`src/rtl/spifs_pkg.sv`:
```
package spifs_pkg;
   localparam int FRAME_W       = 8;
   localparam int TICKS_PER_BIT = 4;
   localparam int SLOT_W        = $clog2(TICKS_PER_BIT);
   localparam int BIT_W         = $clog2(FRAME_W);

   typedef logic [FRAME_W-1:0] frame_t;
   typedef logic [SLOT_W-1:0]  slot_t;
endpackage

```
`src/rtl/spifs_tick_div.sv`:
```
module spifs_tick_div #(
   parameter int INT_W  = 16,
   parameter int FRAC_W = 8
) (
   input  logic              clk,
   input  logic              rst_n,
   input  logic              en,
   input  logic [INT_W-1:0]  div_int,
   input  logic [FRAC_W-1:0] div_frac,
   output logic              tick
);
   localparam int ACC_W = INT_W + FRAC_W + 1;
   localparam logic [ACC_W-1:0] ONE = ACC_W'(1) << FRAC_W;

   logic [INT_W-1:0] int_eff;
   logic [ACC_W-1:0] ratio;
   logic [ACC_W-1:0] acc_q;
   logic [ACC_W-1:0] sum;

   assign int_eff = (div_int == '0) ? INT_W'(1) : div_int;
   assign ratio   = {1'b0, int_eff, div_frac};
   assign sum     = acc_q + ONE;
   assign tick    = en && (sum >= ratio);

   always_ff @(posedge clk) begin
      if (!rst_n)      acc_q <= '0;
      else if (!en)    acc_q <= '0;
      else if (tick)   acc_q <= sum - ratio;
      else             acc_q <= sum;
   end
endmodule

```
`src/rtl/spifs_fifo.sv`:
```
module spifs_fifo #(
   parameter int W     = 8,
   parameter int DEPTH = 4,
   localparam int CNT_W = $clog2(DEPTH + 1)
) (
   input  logic             clk,
   input  logic             rst_n,
   input  logic [W-1:0]     in_data,
   input  logic             in_valid,
   output logic             in_ready,
   output logic [W-1:0]     out_data,
   output logic             out_valid,
   input  logic             out_ready,
   output logic [CNT_W-1:0] count
);
   logic push, pop;
   assign push = in_valid && in_ready;
   assign pop  = out_valid && out_ready;

   generate
      if (DEPTH == 1) begin : g_single
         logic         full_q;
         logic [W-1:0] data_q;
         always_ff @(posedge clk) begin
            if (!rst_n)     full_q <= 1'b0;
            else if (push)  full_q <= 1'b1;
            else if (pop)   full_q <= 1'b0;
         end
         always_ff @(posedge clk) begin
            if (push) data_q <= in_data;
         end
         assign in_ready  = !full_q || pop;
         assign out_valid = full_q;
         assign out_data  = data_q;
         assign count     = CNT_W'(full_q);
      end else begin : g_ring
         localparam int PTR_W = $clog2(DEPTH);
         logic [W-1:0]     mem [DEPTH];
         logic [PTR_W-1:0] wr_q, rd_q;
         logic [CNT_W-1:0] cnt_q;
         always_ff @(posedge clk) begin
            if (!rst_n) begin
               wr_q  <= '0;
               rd_q  <= '0;
               cnt_q <= '0;
            end else begin
               if (push) wr_q <= wr_q + PTR_W'(1);
               if (pop)  rd_q <= rd_q + PTR_W'(1);
               case ({push, pop})
                  2'b10:   cnt_q <= cnt_q + CNT_W'(1);
                  2'b01:   cnt_q <= cnt_q - CNT_W'(1);
                  default: cnt_q <= cnt_q;
               endcase
            end
         end
         always_ff @(posedge clk) begin
            if (push) mem[wr_q] <= in_data;
         end
         assign in_ready  = (cnt_q != CNT_W'(DEPTH));
         assign out_valid = (cnt_q != '0);
         assign out_data  = mem[rd_q];
         assign count     = cnt_q;
      end
   endgenerate
endmodule

```
`src/rtl/spifs_seq.sv`:
```
module spifs_seq
   import spifs_pkg::*;
#(
   parameter int FIFO_DEPTH = 4,
   localparam int CNT_W = $clog2(FIFO_DEPTH + 1)
) (
   input  logic             clk,
   input  logic             rst_n,
   input  logic             en,
   input  logic             cpha,
   input  logic             tick,
   input  logic             tx_avail,
   input  frame_t           tx_byte,
   output logic             tx_take,
   input  logic [CNT_W-1:0] rx_count,
   output logic             rx_put,
   output frame_t           rx_byte,
   input  logic             miso,
   output logic             sck_int,
   output logic             mosi,
   output logic             stall_set,
   output logic             running
);
   localparam slot_t LAST_SLOT = SLOT_W'(TICKS_PER_BIT - 1);
   localparam logic [BIT_W-1:0] LAST_BIT = BIT_W'(FRAME_W - 1);

   logic             run_q;
   slot_t            slot_q;
   logic [BIT_W-1:0] bit_q;
   frame_t           tx_sh, rx_sh;
   logic             mosi_q;
   logic             last_slot, at_boundary, capture, rx_room;
   logic [CNT_W:0]   rx_need;

   assign last_slot   = run_q && (slot_q == LAST_SLOT) && (bit_q == LAST_BIT);
   assign at_boundary = !run_q || last_slot;
   assign rx_put      = tick && last_slot;
   assign rx_need     = {1'b0, rx_count} + (CNT_W+1)'(rx_put);
   assign rx_room     = rx_need < (CNT_W+1)'(FIFO_DEPTH);
   assign tx_take     = tick && at_boundary && tx_avail && rx_room;
   assign stall_set   = tick && last_slot && !tx_avail;
   assign capture     = cpha ? (slot_q == SLOT_W'(2)) : (slot_q == SLOT_W'(1));
   assign rx_byte     = rx_sh;
   assign mosi        = mosi_q;
   assign running     = run_q;
   assign sck_int     = run_q && (cpha ? (slot_q == SLOT_W'(1) || slot_q == SLOT_W'(2))
                                       : slot_q[SLOT_W-1]);

   always_ff @(posedge clk) begin
      if (!rst_n) begin
         run_q  <= 1'b0;
         slot_q <= '0;
         bit_q  <= '0;
         tx_sh  <= '0;
         rx_sh  <= '0;
         mosi_q <= 1'b0;
      end else if (!en) begin
         run_q  <= 1'b0;
         slot_q <= '0;
         bit_q  <= '0;
      end else if (tick) begin
         if (at_boundary) begin
            slot_q <= '0;
            bit_q  <= '0;
            run_q  <= tx_take;
            if (tx_take) begin
               tx_sh <= tx_byte;
               if (!cpha) mosi_q <= tx_byte[FRAME_W-1];
            end
         end else begin
            if (capture) rx_sh <= {rx_sh[FRAME_W-2:0], miso};
            if (cpha && slot_q == '0) mosi_q <= tx_sh[FRAME_W-1];
            if (slot_q == LAST_SLOT) begin
               slot_q <= '0;
               bit_q  <= bit_q + BIT_W'(1);
               tx_sh  <= {tx_sh[FRAME_W-2:0], 1'b0};
               if (!cpha) mosi_q <= tx_sh[FRAME_W-2];
            end else begin
               slot_q <= slot_q + SLOT_W'(1);
            end
         end
      end
   end
endmodule

```
`src/rtl/spi_frac_shifter.sv`:
```
module spi_frac_shifter
   import spifs_pkg::*;
#(
   parameter int FIFO_DEPTH = 4,
   parameter int DIV_INT_W  = 16,
   parameter int DIV_FRAC_W = 8
) (
   input  logic                  clk,
   input  logic                  rst_n,
   input  logic                  en,
   input  logic                  cpol,
   input  logic                  cpha,
   input  logic [DIV_INT_W-1:0]  div_int,
   input  logic [DIV_FRAC_W-1:0] div_frac,
   input  logic [7:0]            tx_data,
   input  logic                  tx_valid,
   output logic                  tx_ready,
   output logic [7:0]            rx_data,
   output logic                  rx_valid,
   input  logic                  rx_ready,
   input  logic                  stall_rd,
   output logic                  stall_flag,
   output logic                  idle,
   output logic                  sck,
   output logic                  mosi,
   input  logic                  miso
);
   localparam int CNT_W = $clog2(FIFO_DEPTH + 1);

   generate
      if (FIFO_DEPTH < 1 || (FIFO_DEPTH > 1 && (FIFO_DEPTH & (FIFO_DEPTH - 1)) != 0)) begin : g_bad_depth
         initial $error("FIFO_DEPTH must be 1 or a power of two");
      end
      if (DIV_FRAC_W < 1 || DIV_INT_W < 1) begin : g_bad_div
         initial $error("divider widths must be at least one bit");
      end
   endgenerate

   logic             tick, tx_take, rx_put, stall_set, running, sck_int;
   logic             tx_out_valid;
   frame_t           tx_head, rx_byte;
   logic [CNT_W-1:0] tx_count, rx_count;
   logic             stall_q;

   spifs_tick_div #(.INT_W(DIV_INT_W), .FRAC_W(DIV_FRAC_W)) u_div (
      .clk(clk), .rst_n(rst_n), .en(en),
      .div_int(div_int), .div_frac(div_frac), .tick(tick)
   );

   spifs_fifo #(.W(FRAME_W), .DEPTH(FIFO_DEPTH)) u_txq (
      .clk(clk), .rst_n(rst_n),
      .in_data(tx_data), .in_valid(tx_valid), .in_ready(tx_ready),
      .out_data(tx_head), .out_valid(tx_out_valid), .out_ready(tx_take),
      .count(tx_count)
   );

   spifs_fifo #(.W(FRAME_W), .DEPTH(FIFO_DEPTH)) u_rxq (
      .clk(clk), .rst_n(rst_n),
      .in_data(rx_byte), .in_valid(rx_put), .in_ready(),
      .out_data(rx_data), .out_valid(rx_valid), .out_ready(rx_ready),
      .count(rx_count)
   );

   spifs_seq #(.FIFO_DEPTH(FIFO_DEPTH)) u_seq (
      .clk(clk), .rst_n(rst_n), .en(en), .cpha(cpha), .tick(tick),
      .tx_avail(tx_out_valid), .tx_byte(tx_head), .tx_take(tx_take),
      .rx_count(rx_count), .rx_put(rx_put), .rx_byte(rx_byte),
      .miso(miso), .sck_int(sck_int), .mosi(mosi),
      .stall_set(stall_set), .running(running)
   );

   always_ff @(posedge clk) begin
      if (!rst_n)          stall_q <= 1'b0;
      else if (stall_set)  stall_q <= 1'b1;
      else if (stall_rd)   stall_q <= 1'b0;
   end

   assign stall_flag = stall_q;
   assign idle       = !running && (tx_count == '0) && stall_q;
   assign sck        = sck_int ^ cpol;
endmodule

```
`config.mk`:
```
export PLATFORM = sky130hd
export DESIGN_NAME = spi_frac_shifter
export DESIGN_NICKNAME = d
export VERILOG_FILES = /design/src/rtl/spifs_pkg.sv /design/src/rtl/spifs_tick_div.sv /design/src/rtl/spifs_fifo.sv /design/src/rtl/spifs_seq.sv /design/src/rtl/spi_frac_shifter.sv
export SDC_FILE = /design/constraint.sdc
export NUM_CORES = 1
export LEC_CHECK = 0
export BUFFER_PORTS_ARGS = -buffer_cell sky130_fd_sc_hd__buf_2
export CORE_ASPECT_RATIO = 1.5
export CORE_UTILIZATION = 60
export DETAILED_ROUTE_END_ITERATION = 7
export GPL_ROUTABILITY_DRIVEN = 0
export PLACE_DENSITY_LB_ADDON = 0.2
export SYNTH_ARGS = -nofsm -noshare
export SYNTH_HDL_FRONTEND = slang
export SYNTH_SLANG_ARGS = --single-unit
```
`constraint.sdc`:
```
create_clock -name clk -period 5.19 [get_ports clk]
set_input_delay 0 -clock clk [delete_from_list [all_inputs] [get_ports clk]]
set_output_delay 0 -clock clk [all_outputs]
set_load 0.01 [all_outputs]
```
# Word-level counts from Yosys, hierarchy flattened
# Memory sizes are Yosys's and may differ from the RTL's. A register that Yosys moved wholly into a read port is not among the register bits.
# Cells that the tools add are included.
[word_totals]
register_bits = 63
ramBits = 64
inputBits = 41
output_inout_bits = 14
elab_cells = 109
memories = 2
[memory_table]
columns = ["memory", "words", "word_bits", "read_ports", "rd_ports_with_merged_regs", "write_ports", "line_no", "rtl"]
rows = [
  ["u_rxq.g_ring.mem", 4, 8, 1, 1, 1, "spifs_fifo.sv:38", "logic [W-1:0] mem [DEPTH];"],
  ["u_txq.g_ring.mem", 4, 8, 1, 1, 1, "spifs_fifo.sv:38", ""],
]
[classes]
n_addsub = 13
order_cmp = 2
eq_ne = 12
muxes = 29
bitwise = 2
reduce_logical = 35
[ops]
columns = ["op", "n"]
rows = [
  ["$add 25x9->25 const B", 1],
  ["$ge 25x24->1", 1],
  ["$mux 25", 1],
  ["$sub 25x24->25", 1],
  ["$mux 8", 3],
  ["$logic_and 1x1->1", 16],
  ["$logic_not 16->1", 1],
  ["$mux 16", 1],
  ["$mux 1", 14],
  ["$mux 2", 6],
  ["$pmux 3 s2", 2],
  ["$reduce_and 4->1", 3],
  ["$add 2x1->2 const B", 5],
  ["$add 3x1->3 const B", 3],
  ["$eq 2x2->1 const B", 4],
  ["$reduce_bool 2->1", 4],
  ["$eq 2x1->1 const B", 3],
  ["$mux 3", 2],
  ["$ne 3x3->1 const B", 2],
  ["$reduce_and 2->1", 3],
  ["$reduce_bool 3->1", 2],
  ["$sub 3x1->3 const B", 2],
  ["$add 3x1->4", 1],
  ["$lt 4x3->1 const B", 1],
  ["other kinds (8)", 11],
]

# Longest topological paths before layout
# Gate-level depths: netlist of run 1.
[logic_depth]
depth_word = 11
depth_mapped = 20
mapped_depth_nobuf = 19

# By module
# Synthesis of run 1 repeated with hierarchy kept, for this count alone.
[hier_totals]
cells_unflattened = 666
area_unflattened_um2 = 7208.2
[by_module_without_submodules]
columns = ["module", "n_inst", "cells_each", "area_per_inst_um2"]
rows = [
  ["spifs_fifo", 2, 94, 1647.8],
  ["spifs_tick_div", 1, 339, 2701.3],
  ["spifs_seq", 1, 133, 1156.1],
  ["spi_frac_shifter", 1, 6, 55.1],
]

# Least setup slack after synthesis of run 1
# Ideal clock, no wire load.
[synth_timing]
path_kind = "reg2reg"
start = "register u_div.acc_q[8]"
end = "register u_rxq.g_ring.cnt_q[2] (netlist: u_rxq.count[2])"
t_arrival_ns = 3.902
slack_ns = 1.217
path_stages_with_launch = 19
synth_period_minus_slack_ns = 3.973
cell_sequence = "dfxtp_1 -> ha_1 -> clkbuf_1 -> nand4_1 -> xnor2_1 -> ha_1 -> and4_1 -> nor2b_1 -> o21ai_0 -> nand4_2 -> o31ai_4 -> a311oi_4 -> inv_1 -> ha_1 -> inv_1 -> fa_1 -> xor2_1 -> or3_1 -> a21oi_1"
[synth_via]
elab_chain_cells = 7
[synth_lines]
columns = ["item", "line_no", "rtl"]
rows = [
  ["start, declared", "spifs_tick_div.sv:17", "logic [ACC_W-1:0] acc_q;"],
  ["start signal, assigned", "spifs_tick_div.sv:28", "else if (tick) acc_q <= sum - ratio;"],
  ["start signal, assigned", "spifs_tick_div.sv:29", "else acc_q <= sum;"],
  ["$add 25x9->25 *", "spifs_tick_div.sv:22", "assign sum = acc_q + ONE;"],
  ["$ge 25x24->1 *", "spifs_tick_div.sv:23", "assign tick = en && (sum >= ratio);"],
  ["$logic_and 1x1->1 *", "spifs_tick_div.sv:23", ""],
  ["$logic_and 1x1->1 *", "spifs_seq.sv:37", "assign rx_put = tick && last_slot;"],
  ["$logic_and 1x1->1 *", "spifs_fifo.sv:17", "assign push = in_valid && in_ready;"],
  ["$eq 2x1->1 or $eq 2x2->1 (tied branches)", "spifs_fifo.sv:49", "case ({push, pop})"],
  ["$pmux 3 s2 or $reduce_bool 2->1 (tied branches)", "n/a", ""],
  ["end signal, assigned", "spifs_fifo.sv:50", "2'b10: cnt_q <= cnt_q + CNT_W'(1);"],
  ["end signal, assigned", "spifs_fifo.sv:51", "2'b01: cnt_q <= cnt_q - CNT_W'(1);"],
  ["end signal, assigned", "spifs_fifo.sv:52", "default: cnt_q <= cnt_q;"],
  ["end, declared", "spifs_fifo.sv:40", "logic [CNT_W-1:0] cnt_q;"],
]
# Mark *: on every way between the ends. The rest lies on a longest branch, timed or not.
# A chain may end at the register's enable or synchronous reset.

# Worst setup path in the final report of run 1
[layout_timing]
start = "register u_div.acc_q[10]"
end = "register u_rxq.g_ring.cnt_q[2] (netlist: u_rxq.count[2])"
# The elaborated chain is that of the path after synthesis.

==> results.cfg, run 1 <==
[yosys]
synth_top_family_by_area = simple AND/OR/NAND/NOR gates
synth_area_sq_um = 6940
synth_mux_area_frac = 0.0809
syn_avg_cell_area_sq_um = 10.6
ys_ff_latch = 131
async_reset_ff_frac = 0
synth_xor_area_frac = 0.0580
synthCells = 656
synth-simple-area-share = 0.149
synth_edf_count = 64
synthDistinctLibCells = 61
synthFlopType = dfxtp_1
synth_fa_ha_area_frac = 0.0826
yosysWarningCount = 0
seq_area_frac_synth = 0.470
syn_nets = 741
synth_compound_area_frac = 0.118

[floorplanning]
die_h_um = 134
initial_core_util = 0.621
die_area_sq_um = 12000
io_pins = 55
rows = 47
die_w_um = 89.8
core_sq_um = 11200

[pwr]
power_density_nw_per_um2 = 315
total_power_uw = 2540
vdd_ir_drop_max_v = 0.000239
p_leak_uw = 0.00329

[grt]
track_usage = 0.263
grt_pass1_vias = 5245
antenna_found_initial = 0
grt_first_pass_wirelength_um = 24400
grt_max_degree = 40
grt_overflow = 0

[clock_tree]
clk_path_buf_depth = 2
htreeDepth = 4
post_cts_buffers = 0
postCtsResizedCells = 0
root_buffer = clkbuf_16
numClockSinks = 131
cts_buffers = 17
cts.clk_slew.worst_paths_ns = 0.07
postCtsHoldBufs = 13
clk_latency_ns = 0.42
cts_tree = yes

[placement]
placed_area_sq_um = 7300
io_buffers = 54
dp_hpwl_um = 10300

[drt]
wl_um = 15000
drtAntennaViolNets = 0
dr_total_vias = 5126
drc = 0
initialDrtViolationCount = 223
drt-pass1-iter-count = 4
via_per_inst = 5.82
wl_per_cell_um = 17.0

[hold_path]
min_from = tx_valid
hold_path.class = primary input to flip-flop

[setup_path]
end_kind = flip-flop
cp-startpoint = u_div.acc_q[10]$_SDFF_PN0_
r2r_start = u_div.acc_q[10]$_SDFF_PN0_
cp_slowest_cell = ha_1
cp_top_family = simple AND/OR/NAND/NOR gates
worstPathCellList = nand4_1 -> nor2_1 -> and3_1 -> nand2_1 -> xnor2_1 -> ha_1 -> and4_1 -> nor2b_1 -> o21ai_0 -> nand4_2 -> o31ai_4 -> a311oi_4 -> inv_1 -> ha_1 -> inv_1 -> fa_1 -> xor2_1 -> or3_1 -> a21oi_1
critPathKind = flip-flop to flip-flop
cp_max_fo = 11
start_kind = flip-flop
arrival_ns = 4.71
critPathMaxStageDelay_ns = 0.44
crit_buf_inv = 2
required_ns = 5.52

[sta]
hold_viol = 0
timing.hold.ws_ns = 0.0343
period_share = 0.845
slew_headroom = 0.319
fin_skew_ns = 0.0120
max_freq_mhz = 228
setup_viol = 0
setup_tns_ns = 0
rsz0062_at_grt = false
report.final.slew_viol_count = 0
fin_crit_ns = 4.39
tightestPinTransition_ns = 1.02

[layout]
layout_commonest_cell = nor2_1
drive_gt1_frac = 0.159
diodes = 0
post-route-cell-area_sq_um = 8070
area_delta_synth_final_pct = 16.2
final_nets = 806
layout_common_cells = nor2_1 (69), dfxtp_1 (67), edfxtp_1 (64)

[flow_run]
cap_viol_max_count = 0

[outcome]
status = finished clean
==> stage by stage <==
step / instances / util / setup slack (ns)
after detailed placement: 836 / 0.653 / 0.911
after global routing: 881 / 0.722 / 0.482
after CTS: 881 / 0.722 / 0.807
final: 881 / 0.722 / 0.804
after floorplan: 656 / - / 1.22
after global placement: 836 / 0.653 / 1.03
==> layout make-up <==
type	instances	area (sq um)
clock buffer	19	453
clock inverter	13	183
fill	788	3110
inverter	46	173
multi-input combinational	456	3390
sequential	131	3260
tap	147	184
timing repair buffer	69	415
==> layer usage <==
| metal | vias to the layer above | share of wire | global-route usage |
|---|---|---|---|
| met5 | - | 0 | 0 |
| met3 | 26 | 0.033 | 0.0571 |
| met4 | 0 | 0.024 | 0.113 |
| met1 | 2467 | 0.39 | 0.272 |
| li1 | 2503 | - | - |
| met2 | 130 | 0.56 | 0.506 |
==> worst reg2reg max path, cell delays in order, from the launching register on <==
cell and delay [ns]:
dfxtp_1 0.40, nand4_1 0.16, nor2_1 0.23, and3_1 0.24, nand2_1 0.08, xnor2_1 0.15
ha_1 0.44, and4_1 0.28, nor2b_1 0.13, o21ai_0 0.20, nand4_2 0.18, o31ai_4 0.34
a311oi_4 0.11, inv_1 0.10, ha_1 0.19, inv_1 0.06, fa_1 0.38, xor2_1 0.16
or3_1 0.31, a21oi_1 0.15
==> flip-flops by register name (all words and copies together) (netlist names), 3 cells and up, named ones only <==
signal and flops:
u_txq.count 3, u_div.acc_q 25, u_txq.g_ring.mem 32, u_seq.bit_q 3
u_rxq.count 3, u_rxq.g_ring.mem 32, u_seq.rx_byte 8, u_seq.tx_sh 8
==> Yosys cell counts (all sizes together), types with 16 or more instances <==
library cell / number / area (sq um)
nor2: 70 / 270
dfxtp: 67 / 1340
edfxtp: 64 / 1920
inv: 46 / 173
ha: 41 / 513
nand2: 41 / 154
a21oi: 39 / 199
xnor2: 33 / 289
o21ai: 24 / 120
nand3: 22 / 120
mux2i: 19 / 190
a211oi: 17 / 140
mux4: 16 / 360
==> worst paths after layout <==
kind / to / slack, ns / cells after the start
min: u_txq.g_ring.wr_q[0]$_SDFFE_PN0P_ / 0.03 / 4
max reg2reg: u_rxq.count[2]$_SDFFE_PN0P_ / 0.80 / 19
min reg2reg: u_seq.bit_q[1]$_SDFFE_PN0P_ / 0.47 / 2
max: u_rxq.count[2]$_SDFFE_PN0P_ / 0.80 / 19
==> where the power goes <==
part	total, uW	leakage, uW	internal, uW	switching (uW)
combinational	149	0.00179	62.7	86.7
clock	1290	0.000314	800	490
sequential	1100	0.00119	1100	8.00
==> kinds of logic after synthesis <==
family                     count (synthesis)
DFF                                      131
muxes                                     36
and+or+nand+nor                          209
xor gates and xnor gates                  46
AOI/OAI and AO/OA                        121
adders and majority gates                 44
buffers and inverters                     69
(Power assumes the default switching activity.)
==> inputs of run 2 (changes only) <==
- ABC_AREA: default -> 1
- CORE_UTILIZATION: 60 -> 55
- clock period: 5.19 -> 3.8 ns (I/O delays scaled with it)
==> results.cfg, run 2 <==
[clock_tree]
cts_buffers = 17
clk_latency_ns = 0.42
htreeDepth = 4
cts.clk_slew.worst_paths_ns = 0.07
root_buffer = clkbuf_16
numClockSinks = 131
clk_path_buf_depth = 2
cts_tree = yes

[sta]
period_share = 0.972
max_freq_mhz = 271
hold_viol = 0
fin_skew_ns = 0.0153
fin_ws_ns = 0.107
rsz0062_at_grt = true
setup_tns_ns = 0
fin_crit_ns = 3.69
report.final.slew_viol_count = 0
tightestPinTransition_ns = 0.811
setup_viol = 0
slew_headroom = 0.458

[hold_path]
holdPathStages = 3
hold_path.class = primary input to flip-flop
min_from = rst_n
min_to = u_rxq.g_ring.wr_q[0]$_SDFFE_PN0P_

[layout]
layout_commonest_cell = nand2_1
top_regs = u_rxq.g_ring.mem x32, u_txq.g_ring.mem x32, u_div.acc_q x25
diodes = 0
post-route-cell-area_sq_um = 8590
final_nets = 1036
drive_gt1_frac = 0.185
fin_cells = 1120
area_delta_synth_final_pct = 22.1
layout_common_cells = nand2_1 (147), inv_1 (102), nor2_1 (98)

[pwr]
vdd_ir_drop_max_v = 0.000404
total_power_uw = 3300
power_density_nw_per_um2 = 384
p_leak_uw = 0.00377

[setup_path]
ff2ff_path_depth = 24
r2r-end = u_txq.count[2]$_SDFFE_PN0P_
arrival_ns = 4.01
end_kind = flip-flop
critPathKind = flip-flop to flip-flop
r2r_start = u_div.acc_q[9]$_SDFF_PN0_
required_ns = 4.12
cp_max_fo = 5
r2r_slack_ns = 0.11
start_kind = flip-flop

[flow_run]
cap_viol_max_count = 0

[yosys]
synth.area.top_cells = edfxtp_1 (27%), dfxtp_1 (19%), nand2_1 (8.2%)
ys_ff_latch = 131
yosysWarningCount = 0
yosysMostFrequentCell = nand2_1
synth_area_sq_um = 7040
synthFlopType = dfxtp_1
seq_area_frac_synth = 0.464
synth_edf_count = 64
synth_common_cells = nand2_1 (154), inv_1 (106), nor2_1 (106), a21oi_1 (86), o21ai_0 (70)
synth.largest_area_cell = edfxtp_1
syn_nets = 935
syn_avg_cell_area_sq_um = 8.28
synthCells = 850
async_reset_ff_frac = 0
synth_top_area_frac = 0.273
synthDistinctLibCells = 47

[floorplanning]
initial_core_util = 0.565
io_pins = 55
die_h_um = 141
core_sq_um = 12400
rows = 50
die_area_sq_um = 13300
die_w_um = 94.3

[placement]
io_buffers = 54
place_ws_ns = -0.160
placed_area_sq_um = 7580
dp.cells = 1064
dp_hpwl_um = 11300

[drt]
via_per_inst = 5.48
drc = 0
wl_um = 16300
drt-pass1-iter-count = 5
initialDrtViolationCount = 287
wl_per_cell_um = 14.5
drtAntennaViolNets = 0
dr_total_vias = 6139

[grt]
grt_pass1_vias = 6001
grt_overflow = 0
antenna_found_initial = 0
grt_first_pass_wirelength_um = 26600
grt_max_degree = 52
track_usage = 0.258

[outcome]
status = finished clean
[run 2: cell count changes in the layout (fill, tap and decap cells not counted), moves of 13 or more]
| cell | delta |
|---|---|
| nand2_1 | +106 |
| nor2_1 | +29 |
| mux2i_1 | -19 |
| and2_1 | -14 |
| nand3_1 | +13 |
| inv_1 | +56 |
| a21oi_1 | +44 |
| buf_4 | +32 |
| o21ai_0 | +43 |
| a211oi_1 | -15 |
| mux4_2 | -16 |
| xnor2_1 | -17 |
[run 2: power breakdown]
part / leakage, uW / internal, uW / total, uW / switching, uW
clock: 0.000280 / 876 / 1590 / 711
combinational: 0.00232 / 84.4 / 209 / 124
sequential: 0.00117 / 1490 / 1500 / 7.27
total: 0.00377 / 2460 / 3300 / 843
[run 2: layout make-up]
class,instances,area [sq um]
clock buffer,17,425
clock inverter,15,159
fill,949,3860
inverter,107,407
multi-input combinational,593,3480
sequential,131,3270
tap,156,195
timing repair buffer,101,657
[run 2: worst max path at each step]
stage / slack (ns) / to / start
floorplan: 0.03 / u_rxq.count[2]$_SDFFE_PN0P_ / u_div.acc_q[8]$_SDFF_PN0_
global placement: -0.03 / u_txq.count[2]$_SDFFE_PN0P_ / u_div.acc_q[8]$_SDFF_PN0_
detailed placement: -0.16 / u_txq.count[2]$_SDFFE_PN0P_ / u_div.acc_q[8]$_SDFF_PN0_
CTS: -0.02 / u_txq.count[2]$_SDFFE_PN0P_ / u_div.acc_q[8]$_SDFF_PN0_
global route: -0.09 / u_txq.count[2]$_SDFFE_PN0P_ / u_div.acc_q[9]$_SDFF_PN0_
finish: 0.11 / u_txq.count[2]$_SDFFE_PN0P_ / u_div.acc_q[9]$_SDFF_PN0_
[run 2: cells by family after synthesis]
kind of cell             count (synthesis)  share of synthesized area
flip-flops                             131                      0.464
AND/OR/NAND/NOR                        323                      0.191
buffers and inverters                  126                     0.0711
XOR/XNOR                                31                     0.0386
adder cells (fa/ha/maj)                 44                     0.0815
AO/OA/AOI/OAI                          195                      0.154
[run 2: per-stage QoR]
step                      hold WS [ns]   util
after floorplan                 0.0877      -
after global placement           0.208  0.609
after detailed placement         0.215  0.609
after CTS                      0.00135  0.670
after global routing            0.0379  0.690
final                           0.0227  0.690
[run 2: critical path, stage by stage (launching register included)]
cell,delay [ns]
dfxtp_2,0.35
ha_4,0.15
nand2_4,0.05
nor2_4,0.11
nand2_2,0.08
nor2_4,0.15
nand3_2,0.09
nor2_2,0.14
xnor2_1,0.13
inv_1,0.10
ha_4,0.30
nand2_1,0.09
nor2_1,0.18
buf_4,0.14
nand2_1,0.07
a21oi_4,0.20
nand3_2,0.13
inv_2,0.13
ha_4,0.14
inv_2,0.04
fa_2,0.38
a21oi_2,0.16
o21ai_2,0.07
o21ai_1,0.13
a21oi_1,0.05
[run 2: routing by layer]
layer | vias to the layer above | track usage | wire [um]
met3 | 41 | 0.0483 | 655
met2 | 167 | 0.466 | 8850
met5 | - | 0 | 0
met4 | 0 | 0.132 | 434
met1 | 2873 | 0.278 | 6350
li1 | 3058 | - | -
[run 2: timing repair]
item	4_1_cts	5_1_grt
gates resized for setup	10	49
pin swaps	9	27
buffers inserted	3	9
hold buffers	12	0
endpoints found under the hold margin	37	0
setup endpoints to repair	3	72
==> inputs of run 3 (changes only) <==
- CORE_UTILIZATION: 55 -> 49
- CTS_CLUSTER_DIAMETER: default -> 80
==> results.cfg, run 3 (same netlist as run 2, synthesis figures left out) <==
[outcome]
status = finished clean

[layout]
diodes = 0
final_nets = 1040
top_regs = u_rxq.g_ring.mem x32, u_txq.g_ring.mem x32, u_div.acc_q x25
post-route-cell-area_sq_um = 8690
area_delta_synth_final_pct = 23.5
drive_gt1_frac = 0.189
fin_cells = 1160
num-fill-cells = 1244
layout_commonest_cell = nand2_1
layout_common_cells = nand2_1 (147), inv_1 (101), nor2_1 (99)
final_util = 0.621

[pwr]
p_clk_frac = 0.484
p_leak_uw = 0.00381
vdd_ir_drop_max_v = 0.000507
p_comb_frac = 0.063
power_density_nw_per_um2 = 381
power.switching_uw = 858
internal_power_uw = 2460
power_frac_seq = 0.453
p_sw_frac = 0.259

[floorplanning]
die_h_um = 149
core_sq_um = 14000
initial_core_util = 0.503
die_w_um = 99.8
io_pins = 55
rows = 53
die_area_sq_um = 14900

[clock_tree]
htreeDepth = 4
clk_latency_ns = 0.42
cts_buffers = 17
cts.clk_slew.worst_paths_ns = 0.07
root_buffer = clkbuf_16
numClockSinks = 131
cts_tree = yes
clk_path_buf_depth = 2

[drt]
drtAntennaViolNets = 0
drc = 0
drt-pass1-iter-count = 4
dr_total_vias = 5919
wl_per_cell_um = 13.7
initialDrtViolationCount = 195
via_per_inst = 5.10
wl_um = 15900

[placement]
dp.cells = 1107
io_buffers = 54
dp_hpwl_um = 11500
placed_area_sq_um = 7690

[sta]
slew_headroom = 0.242
period_share = 0.983
tightestPinTransition_ns = 1.13
max_freq_mhz = 268
hold_viol = 0
timing.hold.ws_ns = 0.0109
setup_tns_ns = 0
fin_skew_ns = 0.0135
rsz0062_at_grt = true
setup_viol = 0
report.final.slew_viol_count = 0
fin_crit_ns = 3.74

[flow_run]
cap_viol_max_count = 0

[setup_path]
cp_max_fo = 5
cp_top_family = simple AND/OR/NAND/NOR gates
crit_buf_inv = 3
arrival_ns = 4.05
start_kind = flip-flop
cp_slowest_cell = dfxtp_4
required_ns = 4.12
end_kind = flip-flop
critPathKind = flip-flop to flip-flop
critPathMaxStageDelay_ns = 0.38

[grt]
grt_overflow = 0
track_usage = 0.221
grt_max_degree = 24
grt_pass1_vias = 5628
grt_first_pass_wirelength_um = 25600
antenna_found_initial = 0

[hold_path]
hold_path.class = primary input to flip-flop
==> run 3: cell count changes in the layout (fill, tap and decap cells not counted), sizes merged <==
cell,delta
buf,+4
inv,-1
clkinv,+1
==> run 3: layer usage <==
| layer | GRT usage | part of all wire |
|---|---|---|
| met1 | 0.237 | 0.41 |
| met2 | 0.422 | 0.54 |
| met3 | 0.0412 | 0.025 |
| met4 | 0.0831 | 0.023 |
| met5 | 0 | 0 |
==> run 3: metrics by stage <==
stage,setup slack [ns],power [uW]
after floorplan,0.0347,1650
after global placement,0.0180,1720
after detailed placement,-0.0960,1720
after CTS,-0.0482,3330
after global routing,-0.153,3430
final,0.0628,3310
==> run 3: worst register-to-register path: stages (launching register included) <==
cell	delay (ns)
dfxtp_4	0.38
ha_4	0.15
nand2_4	0.05
nor2_4	0.12
nand2_2	0.09
nor2_4	0.14
nand3_2	0.09
nor2_2	0.15
xnor2_1	0.14
inv_1	0.11
ha_4	0.30
nand4_1	0.14
nor2_2	0.16
nand3_1	0.10
nand2_2	0.09
nor2_4	0.05
a21oi_4	0.19
nand3_4	0.13
inv_4	0.12
ha_4	0.13
inv_2	0.04
fa_2	0.37
a21oi_2	0.15
o21ai_2	0.07
o21ai_1	0.13
a21oi_1	0.05
==> run 3: final timing paths <==
kind,from,endpoint,slack (ns),cells after the start
hold reg to reg,u_txq.g_ring.rd_q[0]$_SDFFE_PN0P_,u_txq.g_ring.rd_q[0]$_SDFFE_PN0P_,0.47,2
setup / recovery,u_div.acc_q[9]$_SDFF_PN0_,u_txq.count[2]$_SDFFE_PN0P_,0.06,25
setup reg to reg,u_div.acc_q[9]$_SDFF_PN0_,u_txq.count[2]$_SDFFE_PN0P_,0.06,25
hold / removal,rst_n,u_rxq.g_ring.wr_q[0]$_SDFFE_PN0P_,0.01,3
==> run 3: timing repair <==
item / 4_1_cts / 5_1_grt
hold endpoints to repair: 38 / 0
gates resized for setup: 4 / 59
pin swaps: 1 / 32
hold buffers: 12 / 0
setup buffers: 0 / 9
setup endpoints to repair: 4 / 17
==> run 3: area by class of cell <==
type,count,area (sq um),share of cell area
sequential,131,3270,0.377
clock buffer,17,425,0.0490
timing repair buffer,105,699,0.0805
multi-input combinational,593,3480,0.401
clock inverter,15,161,0.0186
tap,192,240,0.0276
inverter,107,407,0.0468
==> run 3: power by group through the flow <==
stage	Clock (uW)	Sequential, uW	Combinational, uW
after floorplan	0	1530	121
after global placement	0	1530	189
after detailed placement	0	1530	190
after CTS	1630	1500	201
after global routing	1690	1500	235
final	1600	1500	210
